[src/rtl/sflash_pkg.sv]
package sflash_pkg;
  typedef enum logic [2:0] {
    PH_CMD, PH_ADDR, PH_DUMMY, PH_DATA, PH_TAIL, PH_OUT, PH_IGN
  } phase_t;

  typedef enum logic [1:0] {SRC_ARRAY, SRC_STAT, SRC_JEDEC, SRC_SIG} src_t;

  localparam logic [7:0] OP_READ  = 8'h03;
  localparam logic [7:0] OP_FREAD = 8'h0B;
  localparam logic [7:0] OP_RDST  = 8'h05;
  localparam logic [7:0] OP_JID   = 8'h9F;
  localparam logic [7:0] OP_SIG   = 8'hAB;
  localparam logic [7:0] OP_SLEEP = 8'hB9;
  localparam logic [7:0] OP_WEN   = 8'h06;
  localparam logic [7:0] OP_WDIS  = 8'h04;
  localparam logic [7:0] OP_WRST  = 8'h01;
  localparam logic [7:0] OP_PROG  = 8'h02;
  localparam logic [7:0] OP_ERS4A = 8'h20;
  localparam logic [7:0] OP_ERS4B = 8'hD7;
  localparam logic [7:0] OP_ERS64 = 8'hD8;
  localparam logic [7:0] OP_ERSA  = 8'h60;
  localparam logic [7:0] OP_ERSB  = 8'hC7;

  localparam logic [7:0] SIG_CODE = 8'h3E;

  function automatic logic [7:0] jedec_byte(input logic [1:0] idx);
    case (idx)
      2'd0:    jedec_byte = 8'h62;
      2'd1:    jedec_byte = 8'h16;
      2'd2:    jedec_byte = 8'h13;
      default: jedec_byte = 8'h00;
    endcase
  endfunction
endpackage

[src/rtl/sflash_sync.sv]
module sflash_sync #(
  parameter int W = 4,
  parameter int STAGES = 2,
  parameter logic [W-1:0] RST_VAL = '0
) (
  input  logic         clk,
  input  logic         rst,
  input  logic [W-1:0] d,
  output logic [W-1:0] q
);
  logic [W-1:0] st [STAGES];

  genvar g;
  generate
    for (g = 0; g < STAGES; g++) begin : g_stage
      if (g == 0) begin : g_first
        always_ff @(posedge clk) begin
          if (rst) st[g] <= RST_VAL;
          else     st[g] <= d;
        end
      end else begin : g_next
        always_ff @(posedge clk) begin
          if (rst) st[g] <= RST_VAL;
          else     st[g] <= st[g-1];
        end
      end
    end
  endgenerate

  assign q = st[STAGES-1];
endmodule

[src/rtl/sflash_rx.sv]
module sflash_rx (
  input  logic       clk,
  input  logic       rst,
  input  logic       sck,
  input  logic       si,
  input  logic       cs_n,
  input  logic       hold_n,
  output logic       fall_o,
  output logic       byte_done_o,
  output logic [7:0] byte_o,
  output logic       cs_rise_o,
  output logic       aligned_o,
  output logic       held_o,
  output logic       mode3_o
);
  logic       sck_q, cs_q, hold_q, held, mode3;
  logic [2:0] bidx;
  logic [6:0] sh;
  logic       active, rise;

  assign active      = ~cs_n & ~held;
  assign rise        = active & sck & ~sck_q;
  assign fall_o      = active & ~sck & sck_q;
  assign byte_done_o = rise & (bidx == 3'd7);
  assign byte_o      = {sh, si};
  assign cs_rise_o   = cs_n & ~cs_q;
  assign aligned_o   = (bidx == 3'd0);
  assign held_o      = held;
  assign mode3_o     = mode3;

  always_ff @(posedge clk) begin
    if (rst) begin
      sck_q <= 1'b0; cs_q <= 1'b1; hold_q <= 1'b1;
      held <= 1'b0; mode3 <= 1'b0; bidx <= '0; sh <= '0;
    end else begin
      sck_q  <= sck;
      cs_q   <= cs_n;
      hold_q <= hold_n;
      if (cs_q && !cs_n) mode3 <= sck;
      if (cs_n) begin
        held <= 1'b0;
        bidx <= '0;
      end else begin
        if (hold_q && !hold_n && !sck) held <= 1'b1;
        else if (!hold_q && hold_n)    held <= 1'b0;
        if (rise) begin
          bidx <= bidx + 3'd1;
          sh   <= {sh[5:0], si};
        end
      end
    end
  end

  a_r11_bits_clear: assert property (@(posedge clk) disable iff (rst)
    cs_n |=> (bidx == 3'd0));
  a_r2_mode_capture: assert property (@(posedge clk) disable iff (rst)
    (cs_q && !cs_n) |=> (mode3 == $past(sck)));
  a_r10_hold_freeze: assert property (@(posedge clk) disable iff (rst)
    (held && !cs_n) |=> $stable(bidx));
endmodule

[src/rtl/sflash_frontend.sv]
module sflash_frontend
  import sflash_pkg::*;
#(
  parameter int ADDR_W = 19,
  parameter int SYNC_STAGES = 2
) (
  input  logic              clk,
  input  logic              rst,
  input  logic              sck_i,
  input  logic              si_i,
  input  logic              cs_n_i,
  input  logic              hold_n_i,
  input  logic              wr_busy_i,
  input  logic [7:0]        status_i,
  output logic              mem_rd_o,
  output logic [ADDR_W-1:0] mem_addr_o,
  input  logic [7:0]        mem_rdata_i,
  output logic              so_o,
  output logic              soe_o,
  output logic              mode3_o,
  output logic              pd_o,
  output logic              wr_req_o,
  output logic [7:0]        wr_op_o,
  output logic [ADDR_W-1:0] wr_addr_o,
  output logic              dat_valid_o,
  output logic [7:0]        dat_o
);
  localparam logic [ADDR_W-1:0] ADDR_ONE = ADDR_W'(1);

  logic sck_s, si_s, cs_s, hold_s;
  logic rx_fall, rx_done, rx_cs_rise, rx_aligned, rx_held;
  logic [7:0] rx_byte;

  sflash_sync #(.W(4), .STAGES(SYNC_STAGES), .RST_VAL(4'b1100)) u_sync (
    .clk(clk), .rst(rst),
    .d({hold_n_i, cs_n_i, si_i, sck_i}),
    .q({hold_s, cs_s, si_s, sck_s})
  );

  sflash_rx u_rx (
    .clk(clk), .rst(rst), .sck(sck_s), .si(si_s), .cs_n(cs_s), .hold_n(hold_s),
    .fall_o(rx_fall), .byte_done_o(rx_done), .byte_o(rx_byte),
    .cs_rise_o(rx_cs_rise), .aligned_o(rx_aligned), .held_o(rx_held),
    .mode3_o(mode3_o)
  );

  phase_t            phase;
  src_t              src;
  logic [7:0]        op, tx_byte;
  logic [ADDR_W-1:0] abuf, rd_addr, abuf_nx;
  logic [1:0]        acnt, jidx;
  logic [2:0]        tx_idx;
  logic              armed, f1, f2, f3;

  assign abuf_nx = {abuf[ADDR_W-9:0], rx_byte};

  always_ff @(posedge clk) begin
    if (rst) begin
      phase <= PH_CMD; src <= SRC_ARRAY; op <= '0; tx_byte <= '0;
      abuf <= '0; rd_addr <= '0; acnt <= '0; jidx <= '0; tx_idx <= '0;
      armed <= 1'b0; f1 <= 1'b0; f2 <= 1'b0; f3 <= 1'b0;
      mem_rd_o <= 1'b0; mem_addr_o <= '0; so_o <= 1'b0; soe_o <= 1'b0;
      pd_o <= 1'b0; wr_req_o <= 1'b0; wr_op_o <= '0; wr_addr_o <= '0;
      dat_valid_o <= 1'b0; dat_o <= '0;
    end else begin
      f1 <= 1'b0; f2 <= f1; f3 <= f2;
      mem_rd_o <= 1'b0; wr_req_o <= 1'b0; dat_valid_o <= 1'b0;
      soe_o <= ~cs_s & ~rx_held & (phase == PH_OUT);

      if (f1) begin
        mem_rd_o   <= (src == SRC_ARRAY);
        mem_addr_o <= rd_addr;
        if (src == SRC_ARRAY) rd_addr <= rd_addr + ADDR_ONE;
      end
      if (f3) begin
        case (src)
          SRC_ARRAY: tx_byte <= mem_rdata_i;
          SRC_STAT:  tx_byte <= status_i;
          SRC_JEDEC: begin tx_byte <= jedec_byte(jidx); jidx <= jidx + 2'd1; end
          default:   tx_byte <= SIG_CODE;
        endcase
      end

      if (cs_s) begin
        phase <= PH_CMD; acnt <= '0; armed <= 1'b0; tx_idx <= '0; so_o <= 1'b0;
        if (rx_cs_rise && armed && rx_aligned) begin
          if (op == OP_SLEEP) begin
            if (!wr_busy_i) pd_o <= 1'b1;
          end else begin
            wr_req_o  <= 1'b1;
            wr_op_o   <= op;
            wr_addr_o <= abuf;
          end
        end
      end else begin
        if (rx_fall && phase == PH_OUT) begin
          so_o   <= tx_byte[3'd7 - tx_idx];
          tx_idx <= tx_idx + 3'd1;
          if (tx_idx == 3'd7) f1 <= 1'b1;
        end
        if (rx_done) begin
          case (phase)
            PH_CMD: begin
              op <= rx_byte;
              if (pd_o && rx_byte != OP_SIG) phase <= PH_IGN;
              else begin
                case (rx_byte)
                  OP_READ, OP_FREAD, OP_PROG, OP_ERS4A, OP_ERS4B, OP_ERS64:
                    phase <= PH_ADDR;
                  OP_RDST: begin
                    phase <= PH_OUT; src <= SRC_STAT; f1 <= 1'b1; tx_idx <= '0;
                  end
                  OP_JID: begin
                    if (wr_busy_i) phase <= PH_IGN;
                    else begin
                      phase <= PH_OUT; src <= SRC_JEDEC; f1 <= 1'b1;
                      tx_idx <= '0; jidx <= '0;
                    end
                  end
                  OP_SIG: begin
                    if (wr_busy_i) phase <= PH_IGN;
                    else begin pd_o <= 1'b0; phase <= PH_ADDR; end
                  end
                  OP_SLEEP, OP_WEN, OP_WDIS, OP_ERSA, OP_ERSB: begin
                    phase <= PH_TAIL; armed <= 1'b1;
                  end
                  OP_WRST: begin phase <= PH_DATA; armed <= 1'b1; end
                  default: phase <= PH_IGN;
                endcase
              end
            end
            PH_ADDR: begin
              abuf <= abuf_nx;
              acnt <= acnt + 2'd1;
              if (acnt == 2'd2) begin
                case (op)
                  OP_READ: begin
                    phase <= PH_OUT; src <= SRC_ARRAY; rd_addr <= abuf_nx;
                    f1 <= 1'b1; tx_idx <= '0;
                  end
                  OP_FREAD: phase <= PH_DUMMY;
                  OP_SIG: begin
                    phase <= PH_OUT; src <= SRC_SIG; f1 <= 1'b1; tx_idx <= '0;
                  end
                  OP_PROG: begin phase <= PH_DATA; armed <= 1'b1; end
                  default: begin phase <= PH_TAIL; armed <= 1'b1; end
                endcase
              end
            end
            PH_DUMMY: begin
              phase <= PH_OUT; src <= SRC_ARRAY; rd_addr <= abuf;
              f1 <= 1'b1; tx_idx <= '0;
            end
            PH_DATA: begin
              dat_valid_o <= 1'b1;
              dat_o       <= rx_byte;
            end
            default: ;
          endcase
        end
      end
    end
  end

  a_r11_soe_idle: assert property (@(posedge clk) disable iff (rst)
    cs_s |=> !soe_o);
  a_r10_soe_hold: assert property (@(posedge clk) disable iff (rst)
    rx_held |=> !soe_o);
  a_r9_sleep_not_busy: assert property (@(posedge clk) disable iff (rst)
    $rose(pd_o) |-> $past(!wr_busy_i));
  a_r12_req_on_deselect: assert property (@(posedge clk) disable iff (rst)
    wr_req_o |-> $past(rx_cs_rise));
endmodule

[config.mk]
export PLATFORM = sky130hd
export DESIGN_NAME = sflash_frontend
export DESIGN_NICKNAME = d
export VERILOG_FILES = /design/src/rtl/sflash_pkg.sv /design/src/rtl/sflash_sync.sv /design/src/rtl/sflash_rx.sv /design/src/rtl/sflash_frontend.sv
export SDC_FILE = /design/constraint.sdc
export NUM_CORES = 1
export LEC_CHECK = 0
export BUFFER_PORTS_ARGS = -buffer_cell sky130_fd_sc_hd__buf_2
export CAP_MARGIN = 10
export CORE_ASPECT_RATIO = 2
export CORE_UTILIZATION = 63
export DETAILED_ROUTE_END_ITERATION = 8
export PLACE_DENSITY = 0.81
export SYNTH_ARGS = -nofsm -noshare
export SYNTH_HDL_FRONTEND = slang
export SYNTH_SLANG_ARGS = --single-unit
[constraint.sdc]
create_clock -name clk -period 5.7 [get_ports clk]
set_input_delay 0.285 -clock clk [delete_from_list [all_inputs] [get_ports clk]]
set_output_delay 0.285 -clock clk [all_outputs]
set_load 0.005 [all_outputs]
==> flow_summary.ini, run 1 <==
[cts]
cts_sinks = 153
clk_latency_ps = 420
clockBufferDepth = 2
clk_pin_slew_ps = 60
cts_inserted_buffers = 17
tritoncts = done
hold_buffers = 0
post_cts_buffers = 0
cts-resized-gates = 0
clk_root_buffer_cell = clkbuf_16
htree_levels = 4

[setup_path]
cp_max_fo = 23
r2r_end = rd_addr[11]$_SDFF_PP0_
arrival_ps = 3300
critPathRequiredTime_ps = 6000
path_class = flop to flop
endpoint = rd_addr[11]$_SDFF_PP0_
r2r_setup_slack_ps = 2710
r2r-start = f1$_SDFF_PP0_
crit_start = f1$_SDFF_PP0_
r2r_cells = 5
start_kind = flop
critPathCaptureType = flop

[detailed_routing]
drt-pass1-iter-count = 7
routed_wl_mm = 19.9
ant_nets = 0
wire_per_inst_um = 19.1
drt-initial-drc-count = 442
viasPerCell = 6.27
drc = 0
vias = 6545

[min_path]
min-delay-path-class = input pin to flop

[global_routing]
grt_use_met3_pct = 5.48
grt.total_usage_pct = 35.0
grt_start_max_net_pins = 98
busiest_layer = met2
antenna_found_initial = 0
grt_pass1_vias = 6324
grt_pass1_wl_mm = 31.2
met1_usage_pct = 33.8
met2_usage_pct = 65.4
grt_overflow = 0

[synth]
synth_area_per_cell_um2 = 8.37
ys_seq_area_share_pct = 43.6
synth_edf_count = 0
synth_area_um2 = 7020
yosys_warnings = 0
syn_inst = 839
synth_cell_types = 67
syn_nets = 873
synth_flop_cell = dfxtp_1
async_flop_share_pct = 0
ys_ff_latch = 153

[timing]
skew_ps = 8.10
fin_crit_sh_pct = 52.5
worst_pin_slew_ps = 1160
setup_tns_ps = 0
rsz0062_at_grt = false
max_freq_mhz = 334
finalSetupViolCount = 0
period_minus_slack_ps = 2990
drv_slew = 0
slew_headroom_pct = 22.8
final_hold_viol_count = 0

[floorplan]
die_h_um = 151
ios = 84
die_x_um = 76.7
initial_core_util_pct = 64.6
core_um2 = 10900
dieArea_um2 = 11600
rows = 54

[layout]
fin_cells = 1044
layout.nets = 926
final_common_cell = dfxtp_1
n_fill_cell = 813
antenna_cells = 0
area_delta_synth_final_pct = 14.9
drive_above_1_share_pct = 15.5
layout_common_cells = dfxtp_1, nand2_1, nor2_1, buf_2, a21oi_1

[run_status]
outcome = finished, final reports clean

[place]
portBuffers = 83
hpwl_mm = 14.0
dp_cells = 1013
place_congestion = 0.924

[flow_run]
cap_viol_max_count = 0

[power_and_ir_drop]
p_leak_nw = 2.98
vdd_drop_max_mv = 0.296
p_per_area_nw_per_um2 = 287
-- sequential cells by signal (all words and copies together), names as in the netlist, 2 cells and up --
| signal | flops |
|---|---|
| abuf | 19 |
| mem_addr_o | 19 |
| rd_addr | 19 |
| wr_addr_o | 19 |
| dat_o | 8 |
| op | 8 |
| tx_byte | 8 |
| u_sync.st | 8 |
| wr_op_o | 8 |
| u_rx.sh | 7 |
| phase | 3 |
| tx_idx | 3 |
| u_rx.bidx | 3 |
| acnt | 2 |
| jidx | 2 |
| src | 2 |
-- Yosys cell counts (3+ instances only) --
master / instances / area, um2
and2_1: 4 / 25.0
nand3_1: 22 / 110
buf_2: 6 / 30.0
nor3b_1: 5 / 37.5
or3_1: 7 / 43.8
nor2_1: 85 / 319
clkbuf_1: 43 / 161
nand2_1: 140 / 526
o311ai_0: 3 / 26.3
nor2b_1: 9 / 56.3
and4b_1: 3 / 30.0
mux2_2: 4 / 45.0
o221ai_1: 5 / 43.8
xnor2_1: 9 / 78.8
and4_1: 3 / 26.3
or2_2: 9 / 56.3
nor3_1: 24 / 120
or4_1: 3 / 22.5
o32ai_1: 7 / 61.3
buf_1: 5 / 18.8
inv_1: 25 / 93.8
xor2_1: 13 / 114
nor4_1: 3 / 18.8
a31oi_1: 6 / 37.5
a221oi_1: 6 / 52.6
nand4_1: 11 / 68.8
o22ai_1: 6 / 37.5
a21boi_0: 3 / 22.5
a211oi_1: 15 / 113
a21oi_1: 76 / 380
ha_1: 11 / 138
o21ai_0: 13 / 65.1
dfxtp_1: 153 / 3060
a22oi_1: 9 / 67.6
mux2i_1: 40 / 400
o21a_1: 13 / 97.6
o211ai_1: 3 / 22.5
-- worst max-delay path, cell delays in order (launching register included) --
cell,delay (ps)
dfxtp_1,1080
or3b_1,530
nor4_1,630
nand2_1,150
xor2_1,170
o32ai_1,300
-- report_power, final --
group	switching (mW)	total (mW)	leakage [nW]	internal, mW
registers	0.00319	1.08	1.23	1.07
clock network	0.445	1.20	0.300	0.757
logic	0.0245	0.0368	1.44	0.0122
total	0.473	2.31	2.98	1.84
-- worst min-delay path by stage --
stage | start | to | slack, ps | depth (start not counted)
global placement | u_sync.st[0][3]$_SDFF_PP1_ | u_sync.st[1][3]$_SDFF_PP1_ | 400 | 1
finish | hold_n_i | u_sync.st[0][3]$_SDFF_PP1_ | 50 | 2
global route | hold_n_i | u_sync.st[0][3]$_SDFF_PP1_ | 40 | 2
floorplan | cs_n_i | u_sync.st[0][2]$_SDFF_PP1_ | 390 | 1
CTS | hold_n_i | u_sync.st[0][3]$_SDFF_PP1_ | 40 | 2
detailed placement | u_sync.st[0][3]$_SDFF_PP1_ | u_sync.st[1][3]$_SDFF_PP1_ | 410 | 1
-- metal layers --
metal	routed length, um	share of wire, %
met1	6950	35
met2	10700	54
met3	943	4.7
met4	1310	6.6
met5	0	0
-- metrics by stage --
| step | instance area, um2 | utilization, % | hold WS (ps) | total power [mW] | setup WS, ps |
|---|---|---|---|---|---|
| floorplan | 7020 | - | 389 | 1.12 | 3510 |
| global placement | 7440 | 68.4 | 397 | 1.13 | 2960 |
| detailed placement | 7440 | 68.4 | 407 | 1.14 | 2850 |
| CTS | 8070 | 74.2 | 40.9 | 2.32 | 2720 |
| global route | 8070 | 74.2 | 44.8 | 2.37 | 2530 |
| finish | 8070 | 74.2 | 45.1 | 2.31 | 2710 |
-- area by class of cell --
| cell class | instances | area (um2) | share of cell area (%) |
|---|---|---|---|
| timing repair buffer | 88 | 455 | 5.64 |
| inverter | 25 | 93.8 | 1.16 |
| sequential | 153 | 3060 | 38.0 |
| clock inverter | 10 | 166 | 2.06 |
| multi-input combinational | 607 | 3650 | 45.3 |
| tap | 140 | 175 | 2.17 |
| clock buffer | 21 | 460 | 5.71 |
-- cell families after synthesis --
family,Yosys count,share of synthesized area (%)
simple gates,346,23.5
compound gates,182,16.9
flops,153,43.6
buf+inv,79,4.33
mux,46,6.98
xor+xnor,22,2.74
fa+ha+maj,11,1.96
(Power assumes the default switching activity.)
==> run 2, diff against run 1 <==
--- a/config.mk
+++ b/config.mk
@@ -5,12 +5,13 @@
 export SDC_FILE = /design/constraint.sdc
 export NUM_CORES = 1
 export LEC_CHECK = 0
+export ABC_AREA = 1
 export BUFFER_PORTS_ARGS = -buffer_cell sky130_fd_sc_hd__buf_2
 export CAP_MARGIN = 10
 export CORE_ASPECT_RATIO = 2
-export CORE_UTILIZATION = 63
+export CORE_UTILIZATION = 58
 export DETAILED_ROUTE_END_ITERATION = 8
-export PLACE_DENSITY = 0.81
+export PLACE_DENSITY = 0.75
 export SYNTH_ARGS = -nofsm -noshare
 export SYNTH_HDL_FRONTEND = slang
 export SYNTH_SLANG_ARGS = --single-unit
==> constraint.sdc (replaced) <==
create_clock -name clk -period 2.9 [get_ports clk]
set_input_delay 0.145 -clock clk [delete_from_list [all_inputs] [get_ports clk]]
set_output_delay 0.145 -clock clk [all_outputs]
set_load 0.005 [all_outputs]
==> flow_summary.ini, run 2 <==
[floorplan]
rows = 57
dieArea_um2 = 12800
ios = 84
die_h_um = 159
initial_core_util_pct = 59.2
die_x_um = 80.6
core_um2 = 12100

[min_path]
min_from = status_i[5]
min-delay-path-class = input pin to flop
hold_depth = 3
min_to = tx_byte[5]$_SDFFE_PP0P_

[setup_path]
critPathRequiredTime_ps = 3220
cp_max_fo = 23
r2r_cells = 9
r2r_end = pd_o$_SDFFE_PP0P_
critPathCaptureType = flop
path_class = flop to flop
start_kind = flop
r2r-start = u_rx.bidx[0]$_SDFFE_PP0P_
arrival_ps = 2560
r2r_setup_slack_ps = 660

[synth]
ys_top_cells_by_count = nand2_1, dfxtp_1, inv_1
synth.most_common_cell = nand2_1
syn_nets = 1070
synth_area_um2 = 7170
synth_area_per_cell_um2 = 6.92
yosys_warnings = 0
ys_ff_latch = 153
yosys.area.top_type = dfxtp_1
ys_seq_area_share_pct = 42.7
synth_flop_cell = dfxtp_1
syn_inst = 1036
synth_cell_types = 41
synthTopCellsByArea = dfxtp_1, nand2_1, a21oi_1
async_flop_share_pct = 0
netlist.area_leader.share_pct = 42.7
synth_edf_count = 0

[detailed_routing]
routed_wl_mm = 19.3
drt-initial-drc-count = 528
drc = 0
vias = 7100
drt-pass1-iter-count = 5
ant_nets = 0
viasPerCell = 5.60
wire_per_inst_um = 15.3

[cts]
clk_root_buffer_cell = clkbuf_16
tritoncts = done
htree_levels = 4
cts-resized-gates = 0
clk_latency_ps = 430
cts_sinks = 153
cts_inserted_buffers = 17
post_cts_buffers = 0
clockBufferDepth = 2
clk_pin_slew_ps = 60

[place]
place_congestion = 0.972
portBuffers = 83
dpl_cell_area_um2 = 7620
hpwl_mm = 13.8
post-place-ws_ps = 698

[timing]
final.setup.worst_slack_ps = 663
fin_crit_sh_pct = 77.1
setup_tns_ps = 0
finalSetupViolCount = 0
final_hold_viol_count = 0
period_minus_slack_ps = 2240
drv_slew = 0
rsz0062_at_grt = false
slew_headroom_pct = 57.6
skew_ps = 13.6
worst_pin_slew_ps = 635
max_freq_mhz = 447

[layout]
antenna_cells = 0
layout.nets = 1141
final_common_cell = nand2_1
fin_area_um2 = 8280
multi_input_area_um2 = 3420
drive_above_1_share_pct = 13.5
layout_common_cells = nand2_1, dfxtp_1, inv_1, a21oi_1, o21ai_0
n_fill_cell = 1121
area_delta_synth_final_pct = 15.4
regArea_um2 = 3060

[power_and_ir_drop]
p_int_mw = 3.45
combPwrFrac_pct = 2.2
vdd_drop_max_mv = 0.582
switching_share_pct = 22.1
p_switching_mw = 0.981
fin_total_pwr_mw = 4.43
pwr-share-seq_pct = 47.8
p_per_area_nw_per_um2 = 535
clkPwrFrac_pct = 50.0
p_leak_nw = 3.91

[global_routing]
grt.total_usage_pct = 31.6
grt_start_max_net_pins = 59
grt_overflow = 0
grt_pass1_vias = 6767
antenna_found_initial = 0
grt_pass1_wl_mm = 30.9

[flow_run]
cap_viol_max_count = 0

[run_status]
outcome = finished, final reports clean
==> run 2: logic make-up after synthesis <==
family / count (synthesis) / synth area share [%]
AO/OA/AOI/OAI: 249 / 18.2
XOR/XNOR: 8 / 0.977
adder cells (fa/ha/maj): 11 / 1.92
buffers and inverters: 172 / 9.70
flip-flops: 153 / 42.7
multiplexers: 2 / 0.279
AND/OR/NAND/NOR: 441 / 26.2
==> run 2: stage by stage <==
step | hold WS [ps] | instances | util, %
6_report | 22.6 | 1267 | 68.3
2_1_floorplan | 249 | 1036 | -
3_5_place_dp | 332 | 1228 | 62.9
3_3_place_gp | 328 | 1228 | 62.9
5_1_grt | 21.1 | 1267 | 68.3
4_1_cts | 14.8 | 1267 | 68.3
==> run 2: cell type report <==
class                   instances  area share [%]
clock buffers                  20            5.40
clock inverters                12            1.68
inverters                     126            5.71
multi-input cells             711            41.3
flip-flops and latches        153            37.0
well taps                     147            2.22
repair buffers                 98            6.74
==> run 2: timing repair <==
item | 4_1_cts | 5_1_grt
hold buffers | 7 | 0
setup endpoints to repair | 0 | 0
hold endpoints to repair | 6 | 0
==> run 2: worst max-delay path, stage by stage (launching register included) <==
cell and delay, ps:
dfxtp_1 330, ha_1 170, ha_1 160, nand4_2 160
inv_2 350, nand2_1 380, o21ai_0 250, nand3_1 110
o21ai_0 150, a21oi_1 50
==> run 2: per-layer routing <==
metal,wire length (um),GRT usage (%)
met5,0,0
met4,1310,22.7
met3,853,5.50
met2,10300,55.7
met1,6840,32.2
==> run 2: worst max-delay path by stage <==
stage                                    from                      to  cells past startpoint
floorplan                acnt[0]$_SDFFE_PP0P_  rd_addr[14]$_SDFF_PP0_                     11
global placement    u_rx.bidx[0]$_SDFFE_PP0P_       pd_o$_SDFFE_PP0P_                      9
detailed placement  u_rx.bidx[0]$_SDFFE_PP0P_       pd_o$_SDFFE_PP0P_                      9
CTS                 u_rx.bidx[0]$_SDFFE_PP0P_       pd_o$_SDFFE_PP0P_                      9
global route        u_rx.bidx[1]$_SDFFE_PP0P_       pd_o$_SDFFE_PP0P_                      9
finish              u_rx.bidx[0]$_SDFFE_PP0P_       pd_o$_SDFFE_PP0P_                      9
==> run 2: power groups by stage <==
stage	logic (mW)	clock network, mW	registers [mW]
final	0.0995	2.21	2.12
after global routing	0.109	2.32	2.12
after CTS	0.0985	2.24	2.12
after detailed placement	0.0920	0	2.16
after global placement	0.0926	0	2.16
after floorplan	0.0585	0	2.16
